## src/rtl/mnt_irq_pkg.sv

```systemverilog
package mnt_irq_pkg;
  localparam int STAT_W  = 7;
  localparam int BASE_W  = 8;
  localparam int OFS_W   = 21;
  localparam int WORD_W  = 1;
  localparam int LADDR_W = BASE_W + OFS_W + WORD_W + 2;

  // status / enable bit positions (decoded by software)
  localparam int B_RD_OOB  = 0;
  localparam int B_WR_OOB  = 1;
  localparam int B_STORED  = 4;
  localparam int B_DROPPED = 5;
  localparam int B_PW_ERR  = 6;

  // which bit positions hold real flops
  localparam logic [STAT_W-1:0] STAT_IMPL = 7'b111_0011;

  function automatic logic [LADDR_W-1:0] form_local_addr(
    input logic [BASE_W-1:0] base,
    input logic [OFS_W-1:0]  ofs,
    input logic [WORD_W-1:0] word
  );
    return {base, ofs, word, 2'b00};
  endfunction
endpackage

```

## src/rtl/mnt_pw_gate.sv

```systemverilog
module mnt_pw_gate (
  input  logic clk,
  input  logic rst_n,
  input  logic rx_en,
  input  logic arrive,
  input  logic readout,
  output logic accept,
  output logic drop,
  output logic pending_q
);
  logic pending_eff;

  // a same-cycle read-out frees the slot before the arrival is judged
  assign pending_eff = pending_q & ~readout;
  assign accept      = arrive & rx_en & ~pending_eff;
  assign drop        = arrive & ~(rx_en & ~pending_eff);

  always_ff @(posedge clk) begin
    if (!rst_n)       pending_q <= 1'b0;
    else if (accept)  pending_q <= 1'b1;
    else if (readout) pending_q <= 1'b0;
  end
endmodule

```

## src/rtl/mnt_sticky_bank.sv

```systemverilog
module mnt_sticky_bank #(
  parameter int          W    = 7,
  parameter logic [W-1:0] IMPL = '1
) (
  input  logic         clk,
  input  logic         rst_n,
  input  logic [W-1:0] set,
  input  logic [W-1:0] clr,
  output logic [W-1:0] q
);
  for (genvar i = 0; i < W; i++) begin : g_bit
    if (IMPL[i]) begin : g_flop
      always_ff @(posedge clk) begin
        if (!rst_n) q[i] <= 1'b0;
        else        q[i] <= set[i] | (q[i] & ~clr[i]);  // set wins
      end
    end else begin : g_tie
      assign q[i] = 1'b0;
    end
  end
endmodule

```

## src/rtl/mnt_reg_port.sv

```systemverilog
module mnt_reg_port
  import mnt_irq_pkg::*;
#(
  parameter int              ADDR_W    = 20,
  parameter logic [ADDR_W-1:0] STAT_ADDR = 20'h10080,
  parameter logic [ADDR_W-1:0] EN_ADDR   = 20'h10084,
  parameter logic [ADDR_W-1:0] MAP_ADDR  = 20'h10088
) (
  input  logic              clk,
  input  logic              rst_n,
  input  logic              wr,
  input  logic [ADDR_W-1:0] addr,
  input  logic [31:0]       wdata,
  input  logic [STAT_W-1:0] status,
  output logic [STAT_W-1:0] stat_clr,
  output logic [STAT_W-1:0] enable_q,
  output logic [BASE_W-1:0] base_q,
  output logic [31:0]       rdata
);
  localparam int PAD_W = 32 - STAT_W;
  localparam int LOW_W = 32 - BASE_W;

  logic hit_stat, hit_en, hit_map;
  logic unused_wdata;

  assign hit_stat     = (addr == STAT_ADDR);
  assign hit_en       = (addr == EN_ADDR);
  assign hit_map      = (addr == MAP_ADDR);
  assign unused_wdata = ^wdata[LOW_W-1:STAT_W];

  assign stat_clr = (wr && hit_stat) ? (wdata[STAT_W-1:0] & STAT_IMPL) : '0;

  always_ff @(posedge clk) begin
    if (!rst_n) begin
      enable_q <= '0;
      base_q   <= '0;
    end else if (wr) begin
      if (hit_en)  enable_q <= wdata[STAT_W-1:0] & STAT_IMPL;
      if (hit_map) base_q   <= wdata[31:LOW_W];
    end
  end

  always_comb begin
    rdata = '0;
    if (hit_stat)     rdata = {{PAD_W{1'b0}}, status};
    else if (hit_en)  rdata = {{PAD_W{1'b0}}, enable_q};
    else if (hit_map) rdata = {base_q, {LOW_W{1'b0}}};
  end
endmodule

```

## src/rtl/mnt_irq_unit.sv

```systemverilog
module mnt_irq_unit
  import mnt_irq_pkg::*;
#(
  parameter int                ADDR_W    = 20,
  parameter logic [ADDR_W-1:0] STAT_ADDR = 20'h10080,
  parameter logic [ADDR_W-1:0] EN_ADDR   = 20'h10084,
  parameter logic [ADDR_W-1:0] MAP_ADDR  = 20'h10088
) (
  input  logic               clk,
  input  logic               rst_n,
  input  logic               reg_wr,
  input  logic [ADDR_W-1:0]  reg_addr,
  input  logic [31:0]        reg_wdata,
  output logic [31:0]        reg_rdata,
  input  logic               pw_rx_en,
  input  logic               pw_arrive,
  input  logic               pw_readout,
  input  logic               pw_error,
  input  logic               mreq_rd,
  input  logic               mreq_rd_hit,
  input  logic               mreq_wr,
  input  logic               mreq_wr_hit,
  input  logic [OFS_W-1:0]   rx_cfg_offset,
  input  logic [WORD_W-1:0]  rx_word_addr,
  output logic [LADDR_W-1:0] rx_local_addr,
  output logic               irq
);
  // named internal events, visible to the bound checker
  logic              pw_accept, pw_drop, pw_pending;
  logic [STAT_W-1:0] set_vec, clr_vec, status_q, enable_q;
  logic [BASE_W-1:0] base_q;

  mnt_pw_gate u_gate (
    .clk      (clk),
    .rst_n    (rst_n),
    .rx_en    (pw_rx_en),
    .arrive   (pw_arrive),
    .readout  (pw_readout),
    .accept   (pw_accept),
    .drop     (pw_drop),
    .pending_q(pw_pending)
  );

  always_comb begin
    set_vec            = '0;
    set_vec[B_RD_OOB]  = mreq_rd & ~mreq_rd_hit;
    set_vec[B_WR_OOB]  = mreq_wr & ~mreq_wr_hit;
    set_vec[B_STORED]  = pw_accept;
    set_vec[B_DROPPED] = pw_drop;
    set_vec[B_PW_ERR]  = pw_error;
  end

  mnt_sticky_bank #(.W(STAT_W), .IMPL(STAT_IMPL)) u_stat (
    .clk  (clk),
    .rst_n(rst_n),
    .set  (set_vec),
    .clr  (clr_vec),
    .q    (status_q)
  );

  mnt_reg_port #(
    .ADDR_W   (ADDR_W),
    .STAT_ADDR(STAT_ADDR),
    .EN_ADDR  (EN_ADDR),
    .MAP_ADDR (MAP_ADDR)
  ) u_regs (
    .clk     (clk),
    .rst_n   (rst_n),
    .wr      (reg_wr),
    .addr    (reg_addr),
    .wdata   (reg_wdata),
    .status  (status_q),
    .stat_clr(clr_vec),
    .enable_q(enable_q),
    .base_q  (base_q),
    .rdata   (reg_rdata)
  );

  assign rx_local_addr = form_local_addr(base_q, rx_cfg_offset, rx_word_addr);
  assign irq           = |(status_q & enable_q);
endmodule

```

## config.mk

```make
export PLATFORM = sky130hd
export DESIGN_NAME = mnt_irq_unit
export DESIGN_NICKNAME = d
export VERILOG_FILES = /design/src/rtl/mnt_irq_pkg.sv /design/src/rtl/mnt_pw_gate.sv /design/src/rtl/mnt_sticky_bank.sv /design/src/rtl/mnt_reg_port.sv /design/src/rtl/mnt_irq_unit.sv
export SDC_FILE = /design/constraint.sdc
export NUM_CORES = 1
export LEC_CHECK = 0
export ABC_AREA = 0
export BUFFER_PORTS_ARGS = -buffer_cell sky130_fd_sc_hd__buf_2
export CAP_MARGIN = 30
export CORE_MARGIN = 1.5
export CORE_UTILIZATION = 32
export CTS_CLUSTER_SIZE = 24
export DETAILED_ROUTE_END_ITERATION = 10
export GPL_TIMING_DRIVEN = 1
export PLACE_DENSITY = 0.78
export SKIP_CTS_REPAIR_TIMING = 1
export SYNTH_ARGS = -nofsm -noshare
export SYNTH_HDL_FRONTEND = slang
export SYNTH_SLANG_ARGS = --single-unit
```

## constraint.sdc

```tcl
create_clock -name clk -period 3 [get_ports clk]
set_input_delay 0 -clock clk [delete_from_list [all_inputs] [get_ports clk]]
set_output_delay 0 -clock clk [all_outputs]
set_load 0.05 [all_outputs]
```

==> flow_summary.ini, run 1 <==
[status]
status = finished, final reports clean

[placement]
dp_cells = 257
place_ws_ns = 1.37
hpwlAfterDp_um = 2430
gp_congestion = 0.751
numPortBuffers = 65

[sta]
relSlewSlack_pct = 64.6
skew_ns = 0.000559
hold_viol = 0
fmax_mhz = 625
tightestPinTransition_ns = 0.531
fin_tns_setup_ns = 0
period_needed_ns = 1.60
setup_viol = 0
slew_violations = 0
rsz0062_at_grt = false
worst_slack_ns = 1.40
fin_crit_sh_pct = 53.4

[setup_path]
start_kind = input pin
r2r_cells = 4
endpoint_kind = output pin
worst_ep_arrival_time_ns = 1.60
startpoint = reg_addr[6]
cp_max_fo = 15
worstSetupPathType = input pin to output pin
reg2reg_from = u_gate.pending_q$_SDFFE_PN0P_
worstSetupEndpoint = reg_rdata[30]
worst-endpoint-required_ns = 3.00
r2r_end = u_stat.q[5]$_SDFF_PN0_
r2r_slack_ns = 2.00

[global_route]
grt_pass1_wl_um = 4990
overflow = 0
antenna_found_initial = 0
track_usage_pct = 12.6
grt_max_degree = 20
grt_pass1_vias = 1075

[die]
dieHeight_um = 70.3
io_pins = 150
coreArea_um2 = 4350
placementRows = 24
dieArea_um2 = 4950
initial_utilization_pct = 33.3
fp.dieW_um = 70.3

[run]
drv_cap = 0

[final_layout]
drive_above_1_share_pct = 36.2
num-fill-cells = 473
syn2layout_area_growth_pct = 13.1
insertedDiodeCount = 0
fin_cells = 265
final_net_count = 299

[pwr]
ir_drop_mv = 0.218
p_per_area_nw_per_um2 = 341
leakagePower_nw = 0.762

[yosys]
synth_area_um2 = 1450
synth_area_per_cell_um2 = 8.64
synth_warnings = 0
ys_types = 31
ys_async_sr_fraction_pct = 0
ys.flop_type = dfxtp_1
ys_ff_latch = 19
netlist_instances = 168
ys_seq_area_share_pct = 26.2
synth_edf_count = 0

[route]
route.met2.wl_um = 1540
top_layer = met4
drtIter0Drc = 46
vias = 1238
wl_per_cell_um = 12.0
dr.pass1.iters = 4
routed_wirelength_um = 3170
ant_nets = 0
drc = 0
vias_per_cell = 4.67
wl_met1_um = 1290
routed-wl-met3_um = 310

[clock_tree]
clock_tree.root_cell = clkbuf_8
clockBufferDepth = 2
htreeDepth = 1
cts_inserted_buffers = 3
clkLatencyLatePin_ns = 0.25
cts_tree = done
numClockSinks = 19

[hold_path]
hold_path.class = input pin to output pin
through the flow:
| step | total power [mW] | hold WS [ns] | util, % | area, µm² |
|---|---|---|---|---|
| 6_report | 0.559 | 0.0000169 | 37.7 | 1640 |
| 5_1_grt | 0.595 | 0.0000780 | 37.7 | 1640 |
| 4_1_cts | 0.563 | -0.0669 | 36.8 | 1600 |
| 3_5_place_dp | 0.389 | 0.000341 | 35.7 | 1560 |
| 3_3_place_gp | 0.387 | 0.000341 | 35.7 | 1560 |
| 2_1_floorplan | 0.451 | 0.100 | - | 1530 |
cell usage in the layout, fill, tap and decap left out, types with 4 or more instances in the layout:
cell,instances
o21ai_0,18
and2_1,8
nand3_1,16
a21boi_1,12
buf_2,65
dfxtp_1,19
dlygate4sd3_1,4
nor2_1,7
conb_1,21
mux2i_1,5
nor2b_1,6
layout make-up:
| class | instances | area, µm² | share of cell area (%) |
|---|---|---|---|
| Clock buffer | 4 | 45.0 | 2.74 |
| Inverter | 1 | 3.75 | 0.229 |
| Multi-Input combinational cell | 120 | 782 | 47.6 |
| Sequential cell | 19 | 380 | 23.2 |
| Tap cell | 52 | 65.1 | 3.96 |
| Timing Repair Buffer | 69 | 365 | 22.3 |
cells in the mapped netlist, types with 3 or more instances:
master     n  area share (%)
and2_1     8             3.4
a21boi_1  12             6.2
a21oi_1    3             1.0
a21boi_0   3             1.6
nor4b_4    3             4.9
nor2b_1    6             2.6
dfxtp_1   19              26
nor2_1     7             1.8
mux2i_1    5             3.4
o21ai_0   18             6.2
buf_4     44              23
nand3_1   16             5.5
how the worst min path moves through the flow:
stage                 startpoint                      to  slack (ns)  cells after the start
2_1_floorplan       reg_wdata[4]  u_stat.q[4]$_SDFF_PN0_        0.10                      1
3_3_place_gp   rx_cfg_offset[19]       rx_local_addr[22]      0.0003                      0
3_5_place_dp   rx_cfg_offset[19]       rx_local_addr[22]      0.0003                      0
4_1_cts             reg_wdata[4]  u_stat.q[4]$_SDFF_PN0_       -0.07                      2
5_1_grt        rx_cfg_offset[13]       rx_local_addr[16]     0.00008                      0
6_report       rx_cfg_offset[13]       rx_local_addr[16]     0.00002                      0
critical path, cell delays in order:
cell and delay, ns:
buf_2 0.11, nor4b_4 0.37, nand3_4 0.24, nor4b_4 0.44, and2_1 0.19, buf_2 0.25
metal layers:
metal / up-vias / global-route usage (%)
met4: 0 / 2.99
met1: 544 / 15.2
li1: 618 / -
met5: - / 0
met3: 8 / 4.04
met2: 68 / 21.5
registers in the layout (all words and copies together), names as in the netlist:
signal / count
u_regs.enable_q: 5
u_regs.base_q: 8
u_stat.q: 5
u_gate.pending_q: 1
power breakdown:
| part | internal (mW) | switching [mW] | leakage (nW) |
|---|---|---|---|
| logic | 0.0388 | 0.0869 | 0.585 |
| clock network | 0.0942 | 0.0779 | 0.0228 |
| registers | 0.258 | 0.00397 | 0.154 |
| total | 0.391 | 0.169 | 0.762 |
kinds of logic (layout without fill, tap and decap cells):
logic type | Yosys count | after routing | synth area share [%]
AO/OA/AOI/OAI | 40 | 40 | 17.1
buffers and inverters | 49 | 74 | 25.1
flip-flops | 19 | 19 | 26.2
multiplexers | 5 | 5 | 3.45
other | 1 | 21 | 0.258
AND/OR/NAND/NOR | 54 | 54 | 27.9
No activity file was read; power rests on OpenSTA's default activity.
==> run 2, diff against run 1 <==
==> constraint.sdc (replaced) <==
create_clock -name clk -period 1.5 [get_ports clk]
set_input_delay 0 -clock clk [delete_from_list [all_inputs] [get_ports clk]]
set_output_delay 0 -clock clk [all_outputs]
set_load 0.05 [all_outputs]
==> run 2 against run 1 <==
  * The flow now finishes with violations (hold timing)
  * Non-clock buffer count rose by 6
  * Routed wire length increased by 2.6%
  * Cell count grew 2.3%
  * Power up 100%
  * Clock power up 110%
  * Die area is the same
  * Design area rose by 3.1%
==> flow_summary.ini, run 2 (same netlist as run 1, synthesis figures left out) <==
[final_layout]
drive_above_1_share_pct = 38.8
num-fill-cells = 453
seq_area_um2 = 380
final_cell_mix = buf_2, conb_1, dfxtp_1, o21ai_0, nand3_1
final_net_count = 305
mostFrequentLayoutCell = buf_2
insertedDiodeCount = 0
largest_register_ffs = 8
final_area_um2 = 1690
syn2layout_area_growth_pct = 16.6
reg_top3 = u_regs.base_q (8), u_regs.enable_q (5), u_stat.q (5)
multi_input_area_um2 = 782
top_register = u_regs.base_q

[setup_path]
r2r_slack_ns = 0.50
start_kind = input pin
slowest_stage = or3_4
cpPeakStageDelay_ns = 0.39
r2r_end = u_stat.q[5]$_SDFF_PN0_
startpoint = reg_addr[19]
path_cells = buf_2 -> nor4b_4 -> nand3_4 -> or3_4 -> nor2_1 -> buf_2
worst-endpoint-required_ns = 1.50
reg2reg_from = u_gate.pending_q$_SDFFE_PN0P_
cpMostUsedCell = buf_2
worst_ep_arrival_time_ns = 1.43
cp_max_fo = 5
endpoint_kind = output pin
r2r_cells = 4
worstSetupEndpoint = reg_rdata[0]
worstSetupPathType = input pin to output pin

[sta]
period_needed_ns = 1.43
setup_viol = 0
hold_viol = 4
hold_ws_ns = -0.00699
fin_crit_sh_pct = 95.3
fmax_mhz = 699
skew_ns = 0.00472
slew_violations = 0
worst_slack_ns = 0.0700

[route]
vias = 1282
wl_per_cell_um = 12.0
routed_wirelength_um = 3250
drtIter0Drc = 31
drc = 0
vias_per_cell = 4.73
ant_nets = 0
dr.pass1.iters = 4

[clock_tree]
clockBufferDepth = 2
clkLatencyLatePin_ns = 0.26
cts_tree = done
numClockSinks = 19
clkSlewWorstSetupHoldPaths_ns = 0.08
clock_tree.root_cell = clkbuf_8
htreeDepth = 1
cts_inserted_buffers = 3

[status]
failed_checks = hold timing
status = finished with violations

[placement]
gp_congestion = 0.760
place_ws_ns = 0.0305
numPortBuffers = 65
placed_cell_area_um2 = 1600
hpwlAfterDp_um = 2580

[global_route]
grt_max_degree = 20
overflow = 0
antenna_found_initial = 0
grt_pass1_vias = 1131
track_usage_pct = 12.4
grt_pass1_wl_um = 5080

[die]
initial_utilization_pct = 33.3
coreArea_um2 = 4350
dieHeight_um = 70.3
io_pins = 150
dieArea_um2 = 4950
fp.dieW_um = 70.3
placementRows = 24

[hold_path]
hold_path.class = input pin to flop
holdPathStages = 3

[run]
drv_cap = 0

[pwr]
ir_drop_mv = 0.546
p_per_area_nw_per_um2 = 671
leakagePower_nw = 0.794
[run 2: cell count changes in the layout (fill, tap and decap cells not counted)]
cell / before / now
clkbuf_4: 0 / 3
buf_4: 0 / 7
dlygate4sd3_1: 4 / 3
buf_2: 65 / 62
clkinv_2: 0 / 1
clkbuf_1: 1 / 0
[run 2: metrics by stage]
| step | total power, mW | cells | setup TNS (ns) | utilization (%) | hold WS [ns] |
|---|---|---|---|---|---|
| global route | 1.19 | 271 | -0.0501 | 38.9 | 0.0000780 |
| detailed placement | 0.781 | 263 | 0 | 36.8 | 0.000341 |
| global placement | 0.777 | 263 | 0 | 36.8 | 0.000341 |
| floorplan | 0.902 | 188 | -0.223 | - | 0.100 |
| CTS | 1.14 | 267 | 0 | 37.8 | -0.0668 |
| finish | 1.14 | 271 | 0 | 38.9 | -0.00699 |
[run 2: power by group]
| part | internal [mW] | switching, mW | total (mW) |
|---|---|---|---|
| logic | 0.0778 | 0.175 | 0.253 |
| clock network | 0.185 | 0.175 | 0.360 |
| registers | 0.515 | 0.00747 | 0.523 |
[run 2: layer usage]
layer / wire [µm] / part of all wire [%] / vias to the layer above / GRT usage [%]
li1: - / - / 629 / -
met1: 1300 / 40 / 580 / 14.5
met5: 0 / 0 / - / 0
met2: 1620 / 50 / 63 / 21.6
met4: 42 / 1.3 / 0 / 2.99
met3: 288 / 8.9 / 10 / 4.33
[run 2: final cells by class]
cell class | count | share of cell area [%]
multi-input combinational | 120 | 46.2
timing repair buffer | 75 | 24.5
sequential | 19 | 22.5
tap | 52 | 3.84
clock buffer | 3 | 2.44
clock inverter | 1 | 0.296
inverter | 1 | 0.222
[run 2: worst min path at each step]
stage	start	to	slack (ns)
global placement	rx_cfg_offset[19]	rx_local_addr[22]	0.0003
floorplan	reg_wdata[4]	u_stat.q[4]$_SDFF_PN0_	0.10
global route	rx_cfg_offset[13]	rx_local_addr[16]	0.00008
CTS	reg_wdata[4]	u_stat.q[4]$_SDFF_PN0_	-0.07
detailed placement	rx_cfg_offset[19]	rx_local_addr[22]	0.0003
finish	reg_wdata[29]	u_regs.base_q[5]$_SDFFE_PN0P_	-0.007
[run 2: critical path, delay by kind of cell]
kind / cells / cell delay (ns)
buffers and inverters: 2 / 0.39
and+or+nand+nor: 4 / 1.04
